`src/rtl/adc_seq_pkg.sv`:
```
package adc_seq_pkg;
  localparam int unsigned DW    = 8;
  localparam int unsigned EN_B  = 7;
  localparam int unsigned ST_B  = 6;
  localparam int unsigned FR_B  = 5;
  localparam int unsigned DN_B  = 4;
  typedef struct packed {
    logic en;
    logic start;
    logic frun;
    logic done;
  } ctrl_t;
endpackage

```
`src/rtl/sel_shadow.sv`:
```
module sel_shadow #(
  parameter int unsigned MUX_W = 4,
  parameter int unsigned REF_W = 2,
  localparam int unsigned SEL_W = MUX_W + REF_W
) (
  input  logic             clk_i,
  input  logic             rst_ni,
  input  logic             wr_i,
  input  logic [SEL_W-1:0] wdata_i,
  input  logic             lock_i,
  output logic [SEL_W-1:0] tmp_o,
  output logic [SEL_W-1:0] eff_o
);
  always_ff @(posedge clk_i or negedge rst_ni) begin
    if (!rst_ni) begin
      tmp_o <= '0;
      eff_o <= '0;
    end else begin
      if (wr_i) tmp_o <= wdata_i;
      if (!lock_i) eff_o <= tmp_o;
    end
  end
endmodule

```
`src/rtl/conv_timer.sv`:
```
module conv_timer #(
  parameter int unsigned NORM_CYC = 13,
  parameter int unsigned EXT_CYC  = 25,
  parameter int unsigned NORM_SH  = 1,
  parameter int unsigned EXT_SH   = 13,
  parameter int unsigned STEPS    = 10,
  localparam int unsigned CYC_W   = $clog2(EXT_CYC + 1)
) (
  input  logic clk_i,
  input  logic rst_ni,
  input  logic rise_i,
  input  logic fall_i,
  input  logic go_i,
  input  logic ext_i,
  input  logic abort_i,
  output logic lock_o,
  output logic idle_o,
  output logic fin_o,
  output logic sh_o,
  output logic step_o
);
  logic [CYC_W-1:0] cyc_q, last_cyc, sh_cyc;
  logic act_q, ext_q;

  assign last_cyc = ext_q ? CYC_W'(EXT_CYC) : CYC_W'(NORM_CYC);
  assign sh_cyc   = ext_q ? CYC_W'(EXT_SH)  : CYC_W'(NORM_SH);
  assign lock_o   = act_q && (cyc_q != last_cyc);
  assign idle_o   = !act_q || (cyc_q == last_cyc);
  assign fin_o    = rise_i && act_q && !abort_i && (cyc_q == last_cyc - 1'b1);

  always_ff @(posedge clk_i or negedge rst_ni) begin
    if (!rst_ni) begin
      act_q <= 1'b0;
      cyc_q <= '0;
      ext_q <= 1'b0;
    end else if (abort_i) begin
      act_q <= 1'b0;
      cyc_q <= '0;
    end else if (rise_i) begin
      if (go_i) begin
        act_q <= 1'b1;
        cyc_q <= CYC_W'(1);
        ext_q <= ext_i;
      end else if (act_q) begin
        if (cyc_q == last_cyc) begin
          act_q <= 1'b0;
          cyc_q <= '0;
        end else begin
          cyc_q <= cyc_q + 1'b1;
        end
      end
    end
  end

  // half-cycle events land on the falling tick
  always_ff @(posedge clk_i or negedge rst_ni) begin
    if (!rst_ni) begin
      sh_o   <= 1'b0;
      step_o <= 1'b0;
    end else begin
      sh_o   <= fall_i && act_q && !abort_i && (cyc_q == sh_cyc);
      step_o <= fall_i && act_q && !abort_i && (cyc_q > sh_cyc)
                && (cyc_q <= sh_cyc + CYC_W'(STEPS));
    end
  end
endmodule

```
`src/rtl/sar_shift.sv`:
```
module sar_shift #(
  parameter int unsigned RES_W = 10
) (
  input  logic             clk_i,
  input  logic             rst_ni,
  input  logic             clr_i,
  input  logic             step_i,
  input  logic             cmp_i,
  input  logic             load_i,
  output logic [RES_W-1:0] result_o
);
  logic [RES_W-1:0] sar_q;

  always_ff @(posedge clk_i or negedge rst_ni) begin
    if (!rst_ni) begin
      sar_q    <= '0;
      result_o <= '0;
    end else begin
      if (clr_i)       sar_q <= '0;
      else if (step_i) sar_q <= {sar_q[RES_W-2:0], cmp_i};
      if (load_i) result_o <= sar_q;
    end
  end
endmodule

```
`src/rtl/adc_conv_seq.sv`:
```
module adc_conv_seq
  import adc_seq_pkg::*;
#(
  parameter int unsigned MUX_W    = 4,
  parameter int unsigned REF_W    = 2,
  parameter int unsigned RES_W    = 10,
  parameter int unsigned NORM_CYC = 13,
  parameter int unsigned EXT_CYC  = 25,
  parameter int unsigned NORM_SH  = 1,
  parameter int unsigned EXT_SH   = 13
) (
  input  logic             clk_i,
  input  logic             rst_ni,
  input  logic             adc_tick_i,
  input  logic             adc_rise_i,
  input  logic             wr_en_i,
  input  logic             wr_addr_i,
  input  logic [DW-1:0]    wr_data_i,
  input  logic             cmp_i,
  output logic [DW-1:0]    ctrl_o,
  output logic [DW-1:0]    sel_o,
  output logic [MUX_W-1:0] mux_o,
  output logic [REF_W-1:0] ref_o,
  output logic             sh_o,
  output logic             step_o,
  output logic [RES_W-1:0] result_o
);
  localparam int unsigned SEL_W = MUX_W + REF_W;
  localparam int unsigned CNT_W = $clog2(RES_W + 1);

  ctrl_t ctl_q;
  logic first_q;
  logic wr_ctrl, wr_sel, rise, fall, go, lock, idle, fin;
  logic [SEL_W-1:0] sel_tmp, sel_eff;

  assign wr_ctrl = wr_en_i && wr_addr_i;
  assign wr_sel  = wr_en_i && !wr_addr_i;
  assign rise    = adc_tick_i && adc_rise_i;
  assign fall    = adc_tick_i && !adc_rise_i;
  assign go      = rise && ctl_q.en && ctl_q.start && idle;

  always_ff @(posedge clk_i or negedge rst_ni) begin
    if (!rst_ni) begin
      ctl_q   <= '0;
      first_q <= 1'b0;
    end else begin
      if (wr_ctrl) begin
        ctl_q.en   <= wr_data_i[EN_B];
        ctl_q.frun <= wr_data_i[FR_B];
      end
      if (wr_ctrl && wr_data_i[EN_B] && !ctl_q.en) first_q <= 1'b1;
      else if (go)                                 first_q <= 1'b0;
      if (wr_ctrl && !wr_data_i[EN_B])             ctl_q.start <= 1'b0;
      else if (wr_ctrl && wr_data_i[ST_B])         ctl_q.start <= 1'b1;
      else if (fin && !ctl_q.frun)                 ctl_q.start <= 1'b0;
      if (fin)                                     ctl_q.done <= 1'b1;
      else if (wr_ctrl && wr_data_i[DN_B])         ctl_q.done <= 1'b0;
    end
  end

  sel_shadow #(.MUX_W(MUX_W), .REF_W(REF_W)) u_sel (
    .clk_i  (clk_i),
    .rst_ni (rst_ni),
    .wr_i   (wr_sel),
    .wdata_i(wr_data_i[SEL_W-1:0]),
    .lock_i (lock),
    .tmp_o  (sel_tmp),
    .eff_o  (sel_eff)
  );

  conv_timer #(
    .NORM_CYC(NORM_CYC), .EXT_CYC(EXT_CYC),
    .NORM_SH (NORM_SH),  .EXT_SH (EXT_SH), .STEPS(RES_W)
  ) u_tmr (
    .clk_i  (clk_i),
    .rst_ni (rst_ni),
    .rise_i (rise),
    .fall_i (fall),
    .go_i   (go),
    .ext_i  (first_q),
    .abort_i(!ctl_q.en),
    .lock_o (lock),
    .idle_o (idle),
    .fin_o  (fin),
    .sh_o   (sh_o),
    .step_o (step_o)
  );

  sar_shift #(.RES_W(RES_W)) u_sar (
    .clk_i   (clk_i),
    .rst_ni  (rst_ni),
    .clr_i   (go),
    .step_i  (step_o),
    .cmp_i   (cmp_i),
    .load_i  (fin),
    .result_o(result_o)
  );

  assign ctrl_o = {ctl_q, 4'b0000};
  assign sel_o  = DW'(sel_tmp);
  assign mux_o  = sel_eff[MUX_W-1:0];
  assign ref_o  = sel_eff[SEL_W-1:MUX_W];

  // step strobes since the last start, for the step-count check
  logic [CNT_W-1:0] chk_steps;
  always_ff @(posedge clk_i or negedge rst_ni) begin
    if (!rst_ni)     chk_steps <= '0;
    else if (go)     chk_steps <= '0;
    else if (step_o) chk_steps <= chk_steps + 1'b1;
  end

  a_r3_sel_frozen: assert property (@(posedge clk_i) disable iff (!rst_ni)
    $past(lock) |-> $stable(sel_eff));
  a_r8_start_while_busy: assert property (@(posedge clk_i) disable iff (!rst_ni)
    (lock && ctl_q.en) |-> ctl_q.start);
  a_r4_flag_at_fin: assert property (@(posedge clk_i) disable iff (!rst_ni)
    fin |=> ctl_q.done);
  a_r6_ten_steps: assert property (@(posedge clk_i) disable iff (!rst_ni)
    fin |-> (chk_steps == CNT_W'(RES_W)));
  a_r6_strobe_in_window: assert property (@(posedge clk_i) disable iff (!rst_ni)
    (sh_o || step_o) |-> $past(lock));
endmodule

```
`config.mk`:
```
export PLATFORM = sky130hd
export DESIGN_NAME = adc_conv_seq
export DESIGN_NICKNAME = d
export VERILOG_FILES = /design/src/rtl/adc_seq_pkg.sv /design/src/rtl/sel_shadow.sv /design/src/rtl/conv_timer.sv /design/src/rtl/sar_shift.sv /design/src/rtl/adc_conv_seq.sv
export SDC_FILE = /design/constraint.sdc
export NUM_CORES = 1
export LEC_CHECK = 0
export BUFFER_PORTS_ARGS = -buffer_cell sky130_fd_sc_hd__buf_2
export CAP_MARGIN = 10
export CORE_ASPECT_RATIO = 1.1
export CORE_UTILIZATION = 47
export DETAILED_ROUTE_END_ITERATION = 6
export PLACE_DENSITY = 0.71
export SYNTH_ARGS = -nofsm -noshare
export SYNTH_HDL_FRONTEND = slang
export SYNTH_SLANG_ARGS = --single-unit
```
`constraint.sdc`:
```
create_clock -name clk_i -period 2.4 [get_ports clk_i]
set_clock_uncertainty 0.1 [all_clocks]
set_input_delay 0.48 -clock clk_i [delete_from_list [all_inputs] [get_ports clk_i]]
set_output_delay 0.48 -clock clk_i [all_outputs]
set_load 0.005 [all_outputs]
```
Yosys cells after proc, flatten, opt, wreduce, memory -nomap -nowiden. Cells that the tools add are included.

Register bits after elaboration: 46. Input port bits: 15. Output and inout port bits: 34.

$add $sub $neg: 3. Magnitude comparators: 2. Eq/ne operators: 6. Mux-type cells: 21. Reductions and logical operators: 35.

Operators with widths (count): 5-bit 2-to-1 mux (6); 1-bit logical AND (22); 10-bit 2-to-1 mux (2); 5-bit equality test (3); 1-bit 2-to-1 mux (12); 1-bit zero test (6); 2-bit nonzero test (3); 5-bit by 1-bit adder with 5-bit output (second input constant) (1); 5-bit by 4-bit adder with 5-bit output (second input constant) (1); 5-bit greater-than comparator (1); 5-bit less-or-equal comparator (1); 5-bit != test (1); 5-bit by 1-bit subtractor with 5-bit output (second input constant) (1); 4-bit 2-to-1 mux (1); 3-bit by 1-bit != test with 1-bit output (second input constant) (1); 3-bit AND reduction (1); 3-bit nonzero test (1); 2-bit by 1-bit != test with 1-bit output (second input constant) (1); 2-bit AND reduction (1); 1-bit logical OR (1).

Longest topological paths before layout.
Depth in word-level cells: 8. Mapped depth: 7. Depth with buffers taken out: 6.

Cells and area by module. A second synthesis with hierarchy kept.

Cells, all modules: 180. Area, all modules: 2280.9 µm².

Modules (own cells, without submodules): sar_shift (instances 1, cells each 53, area each 814.5 µm², seq. area each 500.5 µm²); conv_timer (instances 1, cells each 69, area each 668.1 µm², seq. area each 225.2 µm²); sel_shadow (instances 1, cells each 26, area each 503.0 µm², seq. area each 300.3 µm²); adc_conv_seq (instances 1, cells each 32, area each 295.3 µm², seq. area each 125.1 µm²).

Least setup slack after synthesis. OpenSTA, ideal clock, no wires.

Path type: reg2reg. Start: register u_tmr.ext_q. End: register u_sar.result_o[0]. Setup time: 125 ps. Arrival time: 1566 ps. Required time: 2175 ps. Slack: 609 ps. Cell stages (with the launch flop): 7. Buffers on the path: 1. Cell sequence: dfrtp_1 > inv_1 > ha_1 > nand4b_1 > nor2_1 > buf_6 > mux2_2.

Word-level cells in the longest chain between the ends: 4.

Ends and longest elaborated chain: from (decl) (line conv_timer.sv:23) `logic act_q, ext_q;`; from (signal assigned) (line conv_timer.sv:43) `ext_q <= ext_i;`; 5-bit 2-to-1 mux (line conv_timer.sv:25) `assign last_cyc = ext_q ? CYC_W'(EXT_CYC) : CYC_W'(NORM_CYC);`; 5-bit by 1-bit subtractor with 5-bit output (line conv_timer.sv:29) `assign fin_o = rise_i && act_q && !abort_i && (cyc_q == last_cyc - 1'b1);`; 5-bit equality test (line conv_timer.sv:29); 1-bit logical AND (line conv_timer.sv:29); to (signal assigned) (line sar_shift.sv:21) `if (load_i) result_o <= sar_q;`; to (decl) (line sar_shift.sv:10) `output logic [RES_W-1:0] result_o`.

Every way passes these cells. A chain may end at the register's enable or synchronous reset.

Worst setup path after layout.
Start: register u_tmr.ext_q. End: register u_sar.result_o[1].

The elaborated chain is that of the path after synthesis.

==> insert_results.sql <==
INSERT INTO impl_metrics (metric_group, metric, value, unit) VALUES
('timing', 'setup_total_negative_slack', '0', 'ns'),
('setup_path', 'start_point_of_the_critical_path', 'u_tmr.ext_q', ''),
('setup_path', 'reg2reg_to', 'u_sar.result_o[1]', ''),
('floorplanning', 'dieHeight', '72.5', 'um'),
('yosys', 'synth_compound_area_share', '7.19', '%'),
('yosys', 'netlist-cell-type-count', '33', ''),
('setup_path', 'start_kind', 'flip-flop', ''),
('layout', 'antennaDiodeCount', '0', ''),
('setup_path', 'cp_data_required_time', '2.49', 'ns'),
('setup_path', 'largest_fanout_on_the_critical_path', '11', ''),
('place', 'detailedPlacementHpwl', '2770', 'um'),
('global_routing', 'grt.overflow.total', '0', ''),
('setup_path', 'r2r_cells', '6', ''),
('layout', 'area.growth.synth_to_final', '15.8', '%'),
('global_routing', 'grt_pass1_wl', '6610', 'um'),
('clocking', 'tritoncts_clock_tree', 'yes', ''),
('routing', 'drt_pass1_iterations', '5', ''),
('global_routing', 'antenna_found_initial', '0', ''),
('clocking', 'post_cts.repair.setup_buffers', '0', ''),
('setup_path', 'max_stage_delay', '0.38', 'ns'),
('setup_path', 'worst-endpoint-arrival', '2.03', 'ns'),
('place', 'worst_setup_timing_slack_at_the_placement_stage', '0.465', 'ns'),
('setup_path', 'timing.critical_path.to', 'u_sar.result_o[1]', ''),
('timing', 'finalSetupViolations', '0', ''),
('yosys', 'post_synth.cell_area_avg', '12.1', 'sq um'),
('routing', 'drtIter0Drc', '46', ''),
('clocking', 'resized_gates_after_cts', '0', ''),
('setup_path', 'critical_path.cell_chain', 'inv_1, ha_1, nand4b_1, nor2_1, buf_4, mux2_2', ''),
('timing', 'finalWorstSetupSlack', '0.455', 'ns'),
('floorplanning', 'fp.dieArea', '4790', 'sq um'),
('outcome', 'status', 'complete, no violations', ''),
('clocking', 'worstSkewPairLatency', '0.30', 'ns'),
('routing', 'remaining_drc_errors', '0', ''),
('yosys', 'synth_simple_gate_area_share', '11.7', '%'),
('routing', 'vias_per_cell', '5.24', ''),
('layout', 'layout.cells.non_filler', '277', ''),
('floorplanning', 'placement_rows', '25', ''),
('pwr', 'worst_ir_drop_on_vdd', '0.430', 'mV'),
('timing', 'hold_viol', '0', ''),
('timing', 'worstMarginPinSlew', '0.514', 'ns'),
('floorplanning', 'dieWidth', '66.1', 'um'),
('yosys', 'post_synthesis_adder_cell_area_fraction', '4.13', '%'),
('yosys', 'synth_seq_cells', '46', ''),
('pwr', 'power.leakage', '1.24', 'nW'),
('global_routing', 'global_route.usage.met2', '29.0', '%'),
('clocking', 'cts_buffers', '5', ''),
('timing', 'finalCritPeriodShare', '81.0', '%'),
('setup_path', 'crit_path_end_kind', 'flip-flop', ''),
('setup_path', 'timing.critical_path.buf_inv', '2', ''),
('place', 'port_buffers', '42', ''),
('global_routing', 'first_global_vias', '1402', ''),
('clocking', 'cts.hold.buffers_added', '0', ''),
('yosys', 'synth_cells', '175', ''),
('setup_path', 'worst-r2r-setup-slack', '0.46', 'ns'),
('yosys', 'synth_top_area_share', '54.2', '%'),
('yosys', 'netlist_top_cells_area', 'dfrtp_1 (54%), mux2_2 (12%), mux2i_1 (5.2%)', ''),
('yosys', 'synthesis.area', '2120', 'sq um'),
('setup_path', 'timing.critical_path.depth', '6', ''),
('clocking', 'clock-sinks', '46', ''),
('global_routing', 'grt_most_used_layer', 'met2', ''),
('timing', 'timing.final.max_slew_violations', '0', ''),
('layout', 'multi_input_area', '881', 'sq um'),
('place', 'gp_routability_congestion', '0.800', ''),
('pwr', 'power-per-cell-area', '701', 'nW/um^2'),
('layout', 'final_core_utilization', '56.9', '%'),
('floorplanning', 'initial_utilization', '49.2', '%'),
('global_routing', 'global_route.usage.total', '18.5', '%'),
('routing', 'ant_nets', '0', ''),
('worst_hold_path', 'holdCritPathClass', 'primary input to asynchronous set/reset pin', ''),
('yosys', 'seq_area_frac_synth', '54.2', '%'),
('timing', 'fin_crit', '1.94', 'ns');
[state kept, by name, indices dropped and copies added (netlist names)]
register	count
u_tmr.cyc_q	5
u_sel.eff_o	6
ctrl_o	4
first_q	1
u_tmr.ext_q	1
u_sar.sar_q	10
u_sel.tmp_o	6
u_tmr.sh_o	1
u_tmr.act_q	1
u_sar.result_o	10
u_tmr.step_o	1
[power by group]
group | switching, mW | internal [mW] | total (mW)
logic | 0.153 | 0.143 | 0.296
registers | 0.0765 | 0.880 | 0.956
clock network | 0.265 | 0.205 | 0.470
total | 0.494 | 1.23 | 1.72
[cell usage after synthesis (all sizes together)]
library cell / instances
buf: 9
nand3: 5
nor2b: 2
nor4b: 1
nand4b: 4
o21ai: 8
mux2: 23
o22ai: 1
nor3: 2
a21oi: 4
a22oi: 1
dfrtp: 46
and2: 1
mux2i: 11
clkbuf: 3
o31ai: 1
conb: 1
and3b: 1
inv: 6
o32ai: 1
a21o: 1
and4: 1
o211ai: 2
nand2b: 2
a211oi: 2
nor2: 13
nand4: 1
a31oi: 4
ha: 7
nand2: 11
[worst min-delay path by stage]
stage                         to  slack (ns)  cells after the start
6_report       u_sar.result_o[7]        0.03                      1
5_1_grt        u_sar.result_o[5]        0.07                      1
4_1_cts        u_sar.result_o[7]        0.06                      1
3_5_place_dp           ctrl_o[4]        0.37                      1
3_3_place_gp           ctrl_o[4]        0.36                      1
2_1_floorplan          ctrl_o[4]        0.08                      0
[cell type report]
type | instances | area share (%)
inverters | 6 | 0.916
repair buffers | 47 | 10.1
clock inverters | 3 | 0.764
multi-input cells | 116 | 35.8
clock buffers | 5 | 2.80
flip-flops and latches | 46 | 46.8
well taps | 54 | 2.75
[cell usage in the layout, fill, tap and decap left out, types with 6 or more instances in the layout]
cell type	instances
ha_1	7
conb_1	6
mux2_2	23
dfrtp_1	46
buf_2	42
inv_1	6
nand2_1	10
mux2i_1	11
nor2_1	13
o21ai_0	8
[metal layers]
layer | routed length (um) | vias up
met1 | 1700 | 699
li1 | - | 700
met2 | 1860 | 45
met5 | 0 | -
met4 | 75 | 0
met3 | 190 | 7
[cells by family (layout without fill, tap and decap cells)]
logic type	after synthesis	after routing
other	1	6
multiplexers	34	34
AND/OR/NAND/NOR	44	44
buffers and inverters	18	61
AO/OA/AOI/OAI	25	25
adder cells (fa/ha/maj)	7	7
flip-flops	46	46
[metrics by stage]
step | cell area [sq um] | hold slack, ns | power [mW]
3_3_place_gp | 2370 | 0.361 | 1.26
5_1_grt | 2460 | 0.0687 | 1.82
4_1_cts | 2460 | 0.0558 | 1.74
2_1_floorplan | 2140 | 0.0844 | 1.15
6_report | 2460 | 0.0327 | 1.72
3_5_place_dp | 2370 | 0.373 | 1.27
No activity file was read; power rests on OpenSTA's default activity.
